[config.mk]
export PLATFORM = sky130hd
export DESIGN_NAME = diag_word_shifter
export DESIGN_NICKNAME = d
export VERILOG_FILES = /design/src/rtl/diag_shift_pkg.sv /design/src/rtl/diag_shift_ctrl.sv /design/src/rtl/diag_shift_dp.sv /design/src/rtl/diag_word_shifter.sv
export SDC_FILE = /design/constraint.sdc
export NUM_CORES = 1
export LEC_CHECK = 0
export BUFFER_PORTS_ARGS = -buffer_cell sky130_fd_sc_hd__buf_2
export CORE_UTILIZATION = 49
export CTS_BUF_LIST = sky130_fd_sc_hd__clkbuf_16
export DETAILED_ROUTE_END_ITERATION = 12
export PLACE_DENSITY = 0.72
export SYNTH_ARGS = -nofsm -noshare
export SYNTH_HDL_FRONTEND = slang
export SYNTH_HIERARCHICAL = 1
export SYNTH_SLANG_ARGS = --single-unit
[constraint.sdc]
create_clock -name clk -period 5.12 [get_ports clk]
set_clock_uncertainty 0.1 [all_clocks]
set_input_delay 1.024 -clock clk [delete_from_list [all_inputs] [get_ports clk]]
set_output_delay 1.024 -clock clk [all_outputs]
set_load 0.02 [all_outputs]
[src/rtl/diag_shift_pkg.sv]
package diag_shift_pkg;
  // Strobes from the control to the datapath.
  typedef struct packed {
    logic load;       // take a snapshot of the status inputs
    logic shift;      // move to the next bit
    logic frameDone;  // all data bits have been sent
  } shiftCtl_t;
endpackage

[src/rtl/diag_shift_ctrl.sv]
module diag_shift_ctrl
  import diag_shift_pkg::*;
#(
  parameter int FRAME_LEN   = 11,
  parameter int SYNC_STAGES = 2,
  localparam int CNT_W      = $clog2(FRAME_LEN + 1)
) (
  input  logic             clk,
  input  logic             rstN,
  input  logic             selN,
  input  logic             serClk,
  output shiftCtl_t        ctl,
  output logic [CNT_W-1:0] bitCnt
);
  logic [SYNC_STAGES-1:0] selChain;
  logic [SYNC_STAGES-1:0] clkChain;
  logic                   clkPrev;
  logic                   selHigh;
  logic                   fallSeen;
  logic                   done;

  assign selHigh  = selChain[SYNC_STAGES-1];
  assign fallSeen = clkPrev & ~clkChain[SYNC_STAGES-1];
  assign done     = (bitCnt == CNT_W'(FRAME_LEN));

  always_ff @(posedge clk or negedge rstN) begin
    if (!rstN) begin
      selChain <= '1;
      clkChain <= '0;
      clkPrev  <= 1'b0;
      bitCnt   <= '0;
    end else begin
      selChain <= {selChain[SYNC_STAGES-2:0], selN};
      clkChain <= {clkChain[SYNC_STAGES-2:0], serClk};
      clkPrev  <= clkChain[SYNC_STAGES-1];
      if (selHigh)
        bitCnt <= '0;
      else if (fallSeen && !done)
        bitCnt <= bitCnt + 1'b1;
    end
  end

  always_comb begin
    ctl.load      = selHigh;
    ctl.shift     = !selHigh && fallSeen && !done;
    ctl.frameDone = done;
  end
endmodule

[src/rtl/diag_shift_dp.sv]
module diag_shift_dp
  import diag_shift_pkg::*;
#(
  parameter int NUM_CH    = 4,
  parameter int FRAME_LEN = 2 * NUM_CH + 3
) (
  input  logic                 clk,
  input  logic                 rstN,
  input  shiftCtl_t            ctl,
  input  logic [NUM_CH-1:0]    loadFault,
  input  logic [NUM_CH-1:0]    chanOn,
  input  logic                 tempWarn,
  input  logic                 thermShut,
  input  logic                 overVolt,
  output logic [FRAME_LEN-1:0] shiftReg,
  output logic                 sdoData
);
  // The MSB of frameWord is bit 1, the first bit sent.
  logic [FRAME_LEN-1:0] frameWord;

  for (genvar ch = 0; ch < NUM_CH; ch++) begin : g_chan
    assign frameWord[FRAME_LEN-1-ch]        = ~loadFault[ch];
    assign frameWord[FRAME_LEN-1-NUM_CH-ch] = chanOn[ch];
  end
  assign frameWord[2] = ~tempWarn;
  assign frameWord[1] = ~thermShut;
  assign frameWord[0] = ~overVolt;

  always_ff @(posedge clk or negedge rstN) begin
    if (!rstN)
      shiftReg <= '1;
    else if (ctl.load)
      shiftReg <= frameWord;
    else if (ctl.shift)
      shiftReg <= {shiftReg[FRAME_LEN-2:0], 1'b1};
  end

  assign sdoData = ctl.frameDone ? 1'b1 : shiftReg[FRAME_LEN-1];
endmodule

[src/rtl/diag_word_shifter.sv]
module diag_word_shifter
  import diag_shift_pkg::*;
#(
  parameter int NUM_CH      = 4,
  parameter int SYNC_STAGES = 2
) (
  input  logic              clk,
  input  logic              rstN,
  input  logic              selN,
  input  logic              serClk,
  input  logic [NUM_CH-1:0] loadFault,
  input  logic [NUM_CH-1:0] chanOn,
  input  logic              tempWarn,
  input  logic              thermShut,
  input  logic              overVolt,
  output logic              sdoData,
  output logic              sdoOe
);
  localparam int FRAME_LEN = 2 * NUM_CH + 3;
  localparam int CNT_W     = $clog2(FRAME_LEN + 1);

  shiftCtl_t            ctl;
  logic [CNT_W-1:0]     bitCnt;
  logic [FRAME_LEN-1:0] shiftReg;

  diag_shift_ctrl #(.FRAME_LEN(FRAME_LEN), .SYNC_STAGES(SYNC_STAGES)) uCtrl (
    .clk(clk), .rstN(rstN), .selN(selN), .serClk(serClk),
    .ctl(ctl), .bitCnt(bitCnt)
  );

  diag_shift_dp #(.NUM_CH(NUM_CH), .FRAME_LEN(FRAME_LEN)) uDp (
    .clk(clk), .rstN(rstN), .ctl(ctl),
    .loadFault(loadFault), .chanOn(chanOn),
    .tempWarn(tempWarn), .thermShut(thermShut), .overVolt(overVolt),
    .shiftReg(shiftReg), .sdoData(sdoData)
  );

  // The line is driven only while selected.
  assign sdoOe = !ctl.load;
endmodule

# Yosys cells after proc, flatten, opt, wreduce, memory -nomap -nowiden
# Cells that the tools add are included.
# totals
inputBits,15
reg_bits,20
out_inout_bits,2
elab_cells,28
# op_classes
addsub,1
bitwise,9
n_reduce_logical,7
eq_ne,1
mux,5
# op_table
cell,count
11-bit two-way mux,2
4-bit two-way mux,2
1-bit inverter,8
4-bit by 1-bit adder with 4-bit output (second input constant),1
4-bit equality test (second input constant),1
2-bit nonzero test,2
1-bit logical AND,3
1-bit logical NOT,2
1-bit AND,1
1-bit two-way mux,1

# Depth between registers and ports, before layout
# Gate-level depths: netlist (run 1).
# depth
ltp_word,6
depth_mapped,6
ltp_nobuf,5

# Hierarchy
# Netlist (run 1), hierarchy kept.
# modules_own_cells
module,instances,cells_each,area_per_inst_um2,seq_area_each_um2
diag_shift_dp,1,41,528.0,289.0
diag_shift_ctrl,1,30,389.1,227.7
diag_word_shifter,1,1,3.8,0.0

# Worst setup path before layout (run 1)
# Ideal clock, no wire load.
# synth_path
path_kind,register -> output
startpoint,reg uCtrl.bitCnt[0]
endpoint,out sdoData
slack_ps,2712
stages_incl_launch_ff,5
required_ps,3996
n_path_buf,1
t_arrival_ps,1284
path_cell_list,dfrtp_1 > ha_1 > and3b_2 > buf_4 > or2_2
# synth_via
elab_chain_len,2
# synth_rtl
item,line_no,source
"start, declared",diag_shift_ctrl.sv:13,output logic [CNT_W-1:0] bitCnt
"start signal, assigned",diag_shift_ctrl.sv:39,bitCnt <= bitCnt + 1'b1;
4-bit equality test,diag_shift_ctrl.sv:24,assign done = (bitCnt == CNT_W'(FRAME_LEN));
net uCtrl.done,diag_shift_ctrl.sv:20,logic done;
1-bit two-way mux,diag_shift_dp.sv:38,assign sdoData = ctl.frameDone ? 1'b1 : shiftReg[FRAME_LEN-1];
"end, declared",diag_word_shifter.sv:16,"output logic sdoData,"
# The timed path passes the listed nets, and every way through them passes these cells.

==> metrics.txt, run 1 <==
status=complete, no violations; Synth warnings=6; number of H-tree levels=1; worst slew pin tran=around 1100 ps; Post-CTS Hold Fix Bufs=0; Die ar.=2060 µm²; Yosys top cell area share=37.1%; Wirelength per Cell=approximately 12 µm; worst r2r src=uCtrl/bitCnt[0]; P_leak=0.000484 µW; global placement routability congestion=0.789; R2R Path End=uDp/shiftReg[2]; first-pass GRT wire length=2.12 mm; unrepaired setup endpoints after global routing=no; Fmax achieved=0.375 GHz; crit end category=output pin; Syn Area/Cell=12.8 µm²; syn_nets=88; worst skew pair latency=250 ps; # DRC=0; combinational fraction of design power=8.9%; clock network power share=about two fifths; number of synthesized flops with an enable pin=0; Max Slew Vio Count=0; via count=555; Post-synth top cells=mux2i_1 (18), dfstp_2 (13), dfrtp_1 (7), nand2_1 (4); Req. time, crit path=4000 ps; Worst-path clk slew=approximately 50 ps; PnR Total Power=380 µW; P_int=300 µW; CP arrival=1540 ps; Vias/cell=4.96; Psw=79.4 µW; io pins=17; fin crit period=between 2000 and 3000 ps; Reg2Reg Setup Slack=2860 ps; initial antenna violation count=0; GRT Overall Usage=15.5%; post-synthesis sequential area ratio=between 50% and 60%; layout cells sized above 1=43.7%; post-cts sizing count=0; Starting Density=52.8%; post-route antenna net violation count=0; Synth async-reset ratio=100%; Initial DRC Count=1; Setup WS post-layout=between 2000 and 2500 ps; largest area contributor in the netlist=dfstp_2; largest net degree at the start of global routing=25; CP Launch Point=uCtrl/bitCnt[0]; die width=45.4 µm; vias in the first global route=approximately 500; IO buf count=16; max_slew headroom=29.4%; Distinct cells, synth=24; Synth Flop Type=dfstp_2; most numerous cell in the Yosys netlist=mux2i_1; Layout Utilization=61.5%; fin crit share=52.1%; placed insts=108; CP endpoint=sdoData; nets@finish=roughly 100; Bufs on Longest Clock Path=2; final WL=1.36 mm; fillers=153; Sw Share=a little over a fifth; Hold Fails Final Rpt=0; pwr dens=354 nW/µm²; First-pass DRT Iterations=4; CTS Buf Count=3; dpl ws=2710 ps; top cells by area, synth=dfstp_2 (37%), mux2i_1 (20%), dfrtp_1 (19%), buf_6 (2.4%), o21ai_1 (1.6%); Root Buffer=clkbuf_16; total negative setup slack=0 ps; Reg2Reg Depth=5; ANT cells=0; Die H=approximately 45 µm; Mapped Area=921 µm²; core area=roughly 1700 µm²; Worst Hold Class=reg2reg; Rows=15; Post-Layout Cell Count=112; critical path class=reg2out; Seq pwr share=49.7%; clk sinks=20; Max IR drop VDD=253 µV; GR Overflow Total=0; crit path max fanout=4; Syn Inst Count=72; Setup Buffers After CTS=0; CTS tree=done; MaxCap Viol Count=0; Area Overhead vs Synth=16.6%; Worst Setup Start Kind=flip-flop; #FFs+latches synth=20; Detailed Place HPWL=894 µm; Setup Viol. Count Final=0
-- critical path, cell delays in order, from the launching register on --
cell     delay, ps
dfrtp_1        400
ha_1           210
and3b_2        240
or2_2          290
buf_2          160
-- cells in the final DEF, fill, tap and decap left out, types with 2 or more instances in the layout --
cell type  synthesis  final
mux2i_1           18     18
buf_2              1     16
dfstp_2           13     13
dfrtp_1            7      7
nand2_1            4      4
clkbuf_16          0      3
nor2_1             3      3
o21ai_1            3      3
inv_1              1      2
nand2b_1           2      2
o21ai_0            2      2
a21oi_1            2      2
-- area by class of cell --
class                      instances  area [µm²]  share of cell area (%)
timing repair buffer              16        80.1                    7.46
multi-input combinational         46         363                    33.8
clock buffer                       3        75.1                    6.99
clock inverter                     1        3.75                   0.350
tap                               25        31.3                    2.91
sequential                        20         517                    48.1
inverter                           1        3.75                   0.350
-- worst min path at each step --
stage | start | to | slack (ps) | cells after the start
final | uCtrl/clkChain[0] | uCtrl/clkChain[1] | 250 | 0
after detailed placement | uCtrl/selChain[0] | uCtrl/selChain[1] | 250 | 0
after global routing | uCtrl/selChain[0] | uCtrl/selChain[1] | 260 | 0
after CTS | uCtrl/selChain[0] | uCtrl/selChain[1] | 260 | 0
after global placement | uCtrl/clkChain[0] | uCtrl/clkChain[1] | 240 | 0
after floorplan | uCtrl/clkChain[0] | uCtrl/clkChain[1] | 230 | 0
-- power by group through the flow --
stage	Sequential [µW]	Combinational, µW	Clock (µW)
final	189	33.9	157
after floorplan	186	26.2	0
after global routing	190	37.4	165
after detailed placement	191	34.1	0
after CTS	189	34.3	160
after global placement	190	33.0	0
-- cell families (layout without fill, tap and decap cells) --
| family | after synthesis | after routing | synth area share [%] |
|---|---|---|---|
| buffers and inverters | 6 | 21 | 5.03 |
| AO/OA/AOI/OAI | 7 | 7 | 3.80 |
| flip-flops | 20 | 20 | 56.1 |
| AND/OR/NAND/NOR | 19 | 19 | 12.5 |
| multiplexers | 19 | 19 | 21.2 |
| adder cells (fa/ha/maj) | 1 | 1 | 1.36 |
-- registers in the layout (all words and copies together), names as in the netlist --
signal	count
uCtrl/bitCnt	4
uCtrl/selChain	2
uCtrl/clkPrev	1
uDp/shiftReg	11
uCtrl/clkChain	2
-- per-layer routing --
metal  track usage (%)  vias to the layer above  share of wire, %
li1                  -                      276                 -
met1              17.4                      260                45
met3              3.60                        4               3.4
met4              10.9                        0               2.0
met5                 0                        -                 0
met2              25.8                       15                49
-- through the flow --
| step | cell area [µm²] | hold WS, ps |
|---|---|---|
| 2_1_floorplan | 921 | 231 |
| 3_3_place_gp | 995 | 237 |
| 3_5_place_dp | 995 | 247 |
| 4_1_cts | 1070 | 255 |
| 5_1_grt | 1070 | 262 |
| 6_report | 1070 | 254 |
Power figures use the tool's default switching activity.
==> inputs of run 2 (changes only) <==
--- a/config.mk
+++ b/config.mk
@@ -5,11 +5,12 @@
 export SDC_FILE = /design/constraint.sdc
 export NUM_CORES = 1
 export LEC_CHECK = 0
+export ABC_AREA = 1
 export BUFFER_PORTS_ARGS = -buffer_cell sky130_fd_sc_hd__buf_2
 export CORE_UTILIZATION = 49
 export CTS_BUF_LIST = sky130_fd_sc_hd__clkbuf_16
 export DETAILED_ROUTE_END_ITERATION = 12
-export PLACE_DENSITY = 0.72
+export PLACE_DENSITY = 0.71
 export SYNTH_ARGS = -nofsm -noshare
 export SYNTH_HDL_FRONTEND = slang
 export SYNTH_HIERARCHICAL = 1
==> constraint.sdc (replaced) <==
create_clock -name clk -period 2.6 [get_ports clk]
set_clock_uncertainty 0.1 [all_clocks]
set_input_delay 0.52 -clock clk [delete_from_list [all_inputs] [get_ports clk]]
set_output_delay 0.52 -clock clk [all_outputs]
set_load 0.02 [all_outputs]
==> metrics.txt, run 2 <==
met2 usage=21.4% (-4.4 points); multi-input logic area=338 µm² (-6.9%); Synth warnings=6 (unchanged); Seq pwr share=43.0% (-6.7 points); Setup Buffers After CTS=0 (unchanged); #FFs+latches synth=20 (unchanged); nets@finish=140 (+35%); IO buf count=16 (unchanged); CTS tree=done; Syn Area/Cell=8.90 µm² (-30%); P_int=681 µW (+130%); post-route antenna net violation count=0 (unchanged); Max IR drop VDD=402 µV (+59%); Yosys top cell area share=35.9% (-1.2 points); top cells by area, synth=dfstp_2 (36%), dfrtp_1 (18%), nand2_1 (12%), nand3_1 (11%), inv_1 (4.7%); Rows=15 (unchanged); critical path class=reg2out; die width=46.1 µm (+1.6%); worst skew pair latency=250 ps (about the same); crit end category=output pin; max_slew headroom=67.6% (+38 points); initial antenna violation count=0 (unchanged); Bufs on Longest Clock Path=2 (unchanged); fillers=145 (-5.2%); max reg flops=11 (unchanged); Setup WS post-layout=469 ps (-1980 ps); GRT Overall Usage=17.1% (+1.6 points); fin crit share=around four fifths; Sw Share=19.9% (-1.0 points); Worst Setup Start Kind=flip-flop; unrepaired setup endpoints after global routing=no; GR Overflow Total=0 (unchanged); MaxCap Viol Count=0 (unchanged); Reg2Reg Depth=8 (+3); status=complete, no violations; Area Overhead vs Synth=18.8%; post-cts sizing count=0 (unchanged); syn_nets=123 (+40%); Final Instance Area=1130 µm² (+5.4%); Distinct cells, synth=19 (-21%); via count=703 (+27%); Synth Flop Type=dfstp_2; most frequent cells in the layout=nand2_1 (30), nand3_1 (21), buf_2 (16); post-synthesis sequential area ratio=54.3% (-1.8 points); Worst Hold Class=in2async; layout cells sized above 1=35.8% (-7.9 points); number of synthesized flops with an enable pin=0 (unchanged); Top Registers=uDp/shiftReg x11, uCtrl/bitCnt x4; First-pass DRT Iterations=4 (unchanged); met1 usage=25.5% (+8.1 points); Detailed Place HPWL=1.01 mm (+13%); crit path max fanout=4 (unchanged); Hold Fails Final Rpt=0 (unchanged); Max Slew Vio Count=0 (unchanged); Biggest register=uDp/shiftReg; CP arrival=1510 ps (-30 ps); Seq. cell area=517 µm² (unchanged); core area=1780 µm² (+2.2%); Req. time, crit path=1980 ps (-2020 ps); Mapped Area=952 µm² (+3.4%); largest net degree at the start of global routing=21 (-16%); Die H=46.1 µm (+1.6%); Fmax achieved=roughly 0.47 GHz; commonest non-fill, non-tap cell in the layout=nand2_1; Worst-path clk slew=60 ps (about the same); clk sinks=20 (unchanged); Root Buffer=clkbuf_16; Vias/cell=4.75 (-4.1%); combinational fraction of design power=7.6% (-1.3 points); CTS Buf Count=3 (unchanged); P_leak=0.000567 µW (+17%); DP Area=1030 µm² (+3.1%); dpl ws=738 ps (-1980 ps); vias in the first global route=547 (+9.8%); Setup Viol. Count Final=0 (unchanged); worst slew pin tran=486 ps (-568 ps); largest area contributor in the netlist=dfstp_2; final WL=1.59 mm (+17%); clock network power share=49.4% (+8.0 points); most numerous cell in the Yosys netlist=nand2_1; io pins=17 (unchanged); Post-synth top cells=nand2_1 (30), nand3_1 (21), dfstp_2 (13), inv_1 (12), dfrtp_1 (7); first-pass GRT wire length=2.46 mm (+16%); Psw=169 µW (+110%); pwr dens=751 nW/µm² (+110%); Post-CTS Hold Fix Bufs=0 (unchanged); Wirelength per Cell=10.7 µm (-12%); number of H-tree levels=1 (unchanged); Syn Inst Count=107 (+49%); Die ar.=2120 µm² (+3.2%); Initial DRC Count=14 (+13); Starting Density=53.4% (+0.64 points); global placement routability congestion=0.804 (+2.0%); ANT cells=0 (unchanged); gr busiest metal=met1; # DRC=0 (unchanged); global routing met3 resource utilization=3.53% (-0.071 points); Synth async-reset ratio=100% (unchanged); total negative setup slack=0 ps (unchanged); fin crit period=2130 ps
-- run 2: critical path: stages, from the launching register on --
cell     delay (ps)
dfrtp_1         410
ha_1            260
nand3_2         120
inv_1            40
or2_2           270
buf_2           160
-- run 2: metal layers --
layer | routed length [µm] | share of wire, %
met5 | 0 | 0
met4 | 25 | 1.6
met3 | 66 | 4.2
met2 | 691 | 44
met1 | 805 | 51
-- run 2: final timing paths --
check | startpoint | end | slack [ps]
max in group asynchronous | rstN | uDp/shiftReg[2] | 1960
hold / removal | rstN | uCtrl/bitCnt[3] | 100
hold reg to reg | uCtrl/clkChain[0] | uCtrl/clkChain[1] | 250
min in group clk | uCtrl/clkChain[0] | uCtrl/clkChain[1] | 250
setup reg to reg | uCtrl/bitCnt[0] | uDp/shiftReg[5] | 760
setup / recovery | uCtrl/bitCnt[0] | sdoData | 470
-- run 2: layout make-up --
type                            instances  area share (%)
Tap cell                               25            2.77
Clock buffer                            3            6.64
Multi-Input combinational cell         68            29.9
Clock inverter                          1            2.65
Inverter                               14            4.65
Timing Repair Buffer                   17            7.74
Sequential cell                        20            45.7
-- run 2: kinds of logic after synthesis --
kind of cell	Yosys count	synth area share, %
and+or+nand+nor	64	31.9
AOI/OAI and AO/OA	3	2.23
DFF	20	54.3
adders and majority gates	1	1.31
buffers and inverters	19	10.2
-- run 2: stage by stage --
| stage | util (%) | power, µW | hold WS, ps | cells |
|---|---|---|---|---|
| floorplan | - | 412 | 124 | 107 |
| global placement | 57.5 | 433 | 235 | 144 |
| detailed placement | 57.5 | 434 | 237 | 144 |
| CTS | 63.4 | 863 | 111 | 148 |
| global route | 63.4 | 881 | 137 | 148 |
| finish | 63.4 | 850 | 103 | 148 |
-- run 2: power groups by stage --
stage | sequential (µW) | combinational [µW] | clock, µW
after CTS | 365 | 64.9 | 432
after floorplan | 364 | 48.2 | 0
after detailed placement | 370 | 64.1 | 0
final | 365 | 64.7 | 419
after global placement | 369 | 63.3 | 0
after global routing | 369 | 73.8 | 438
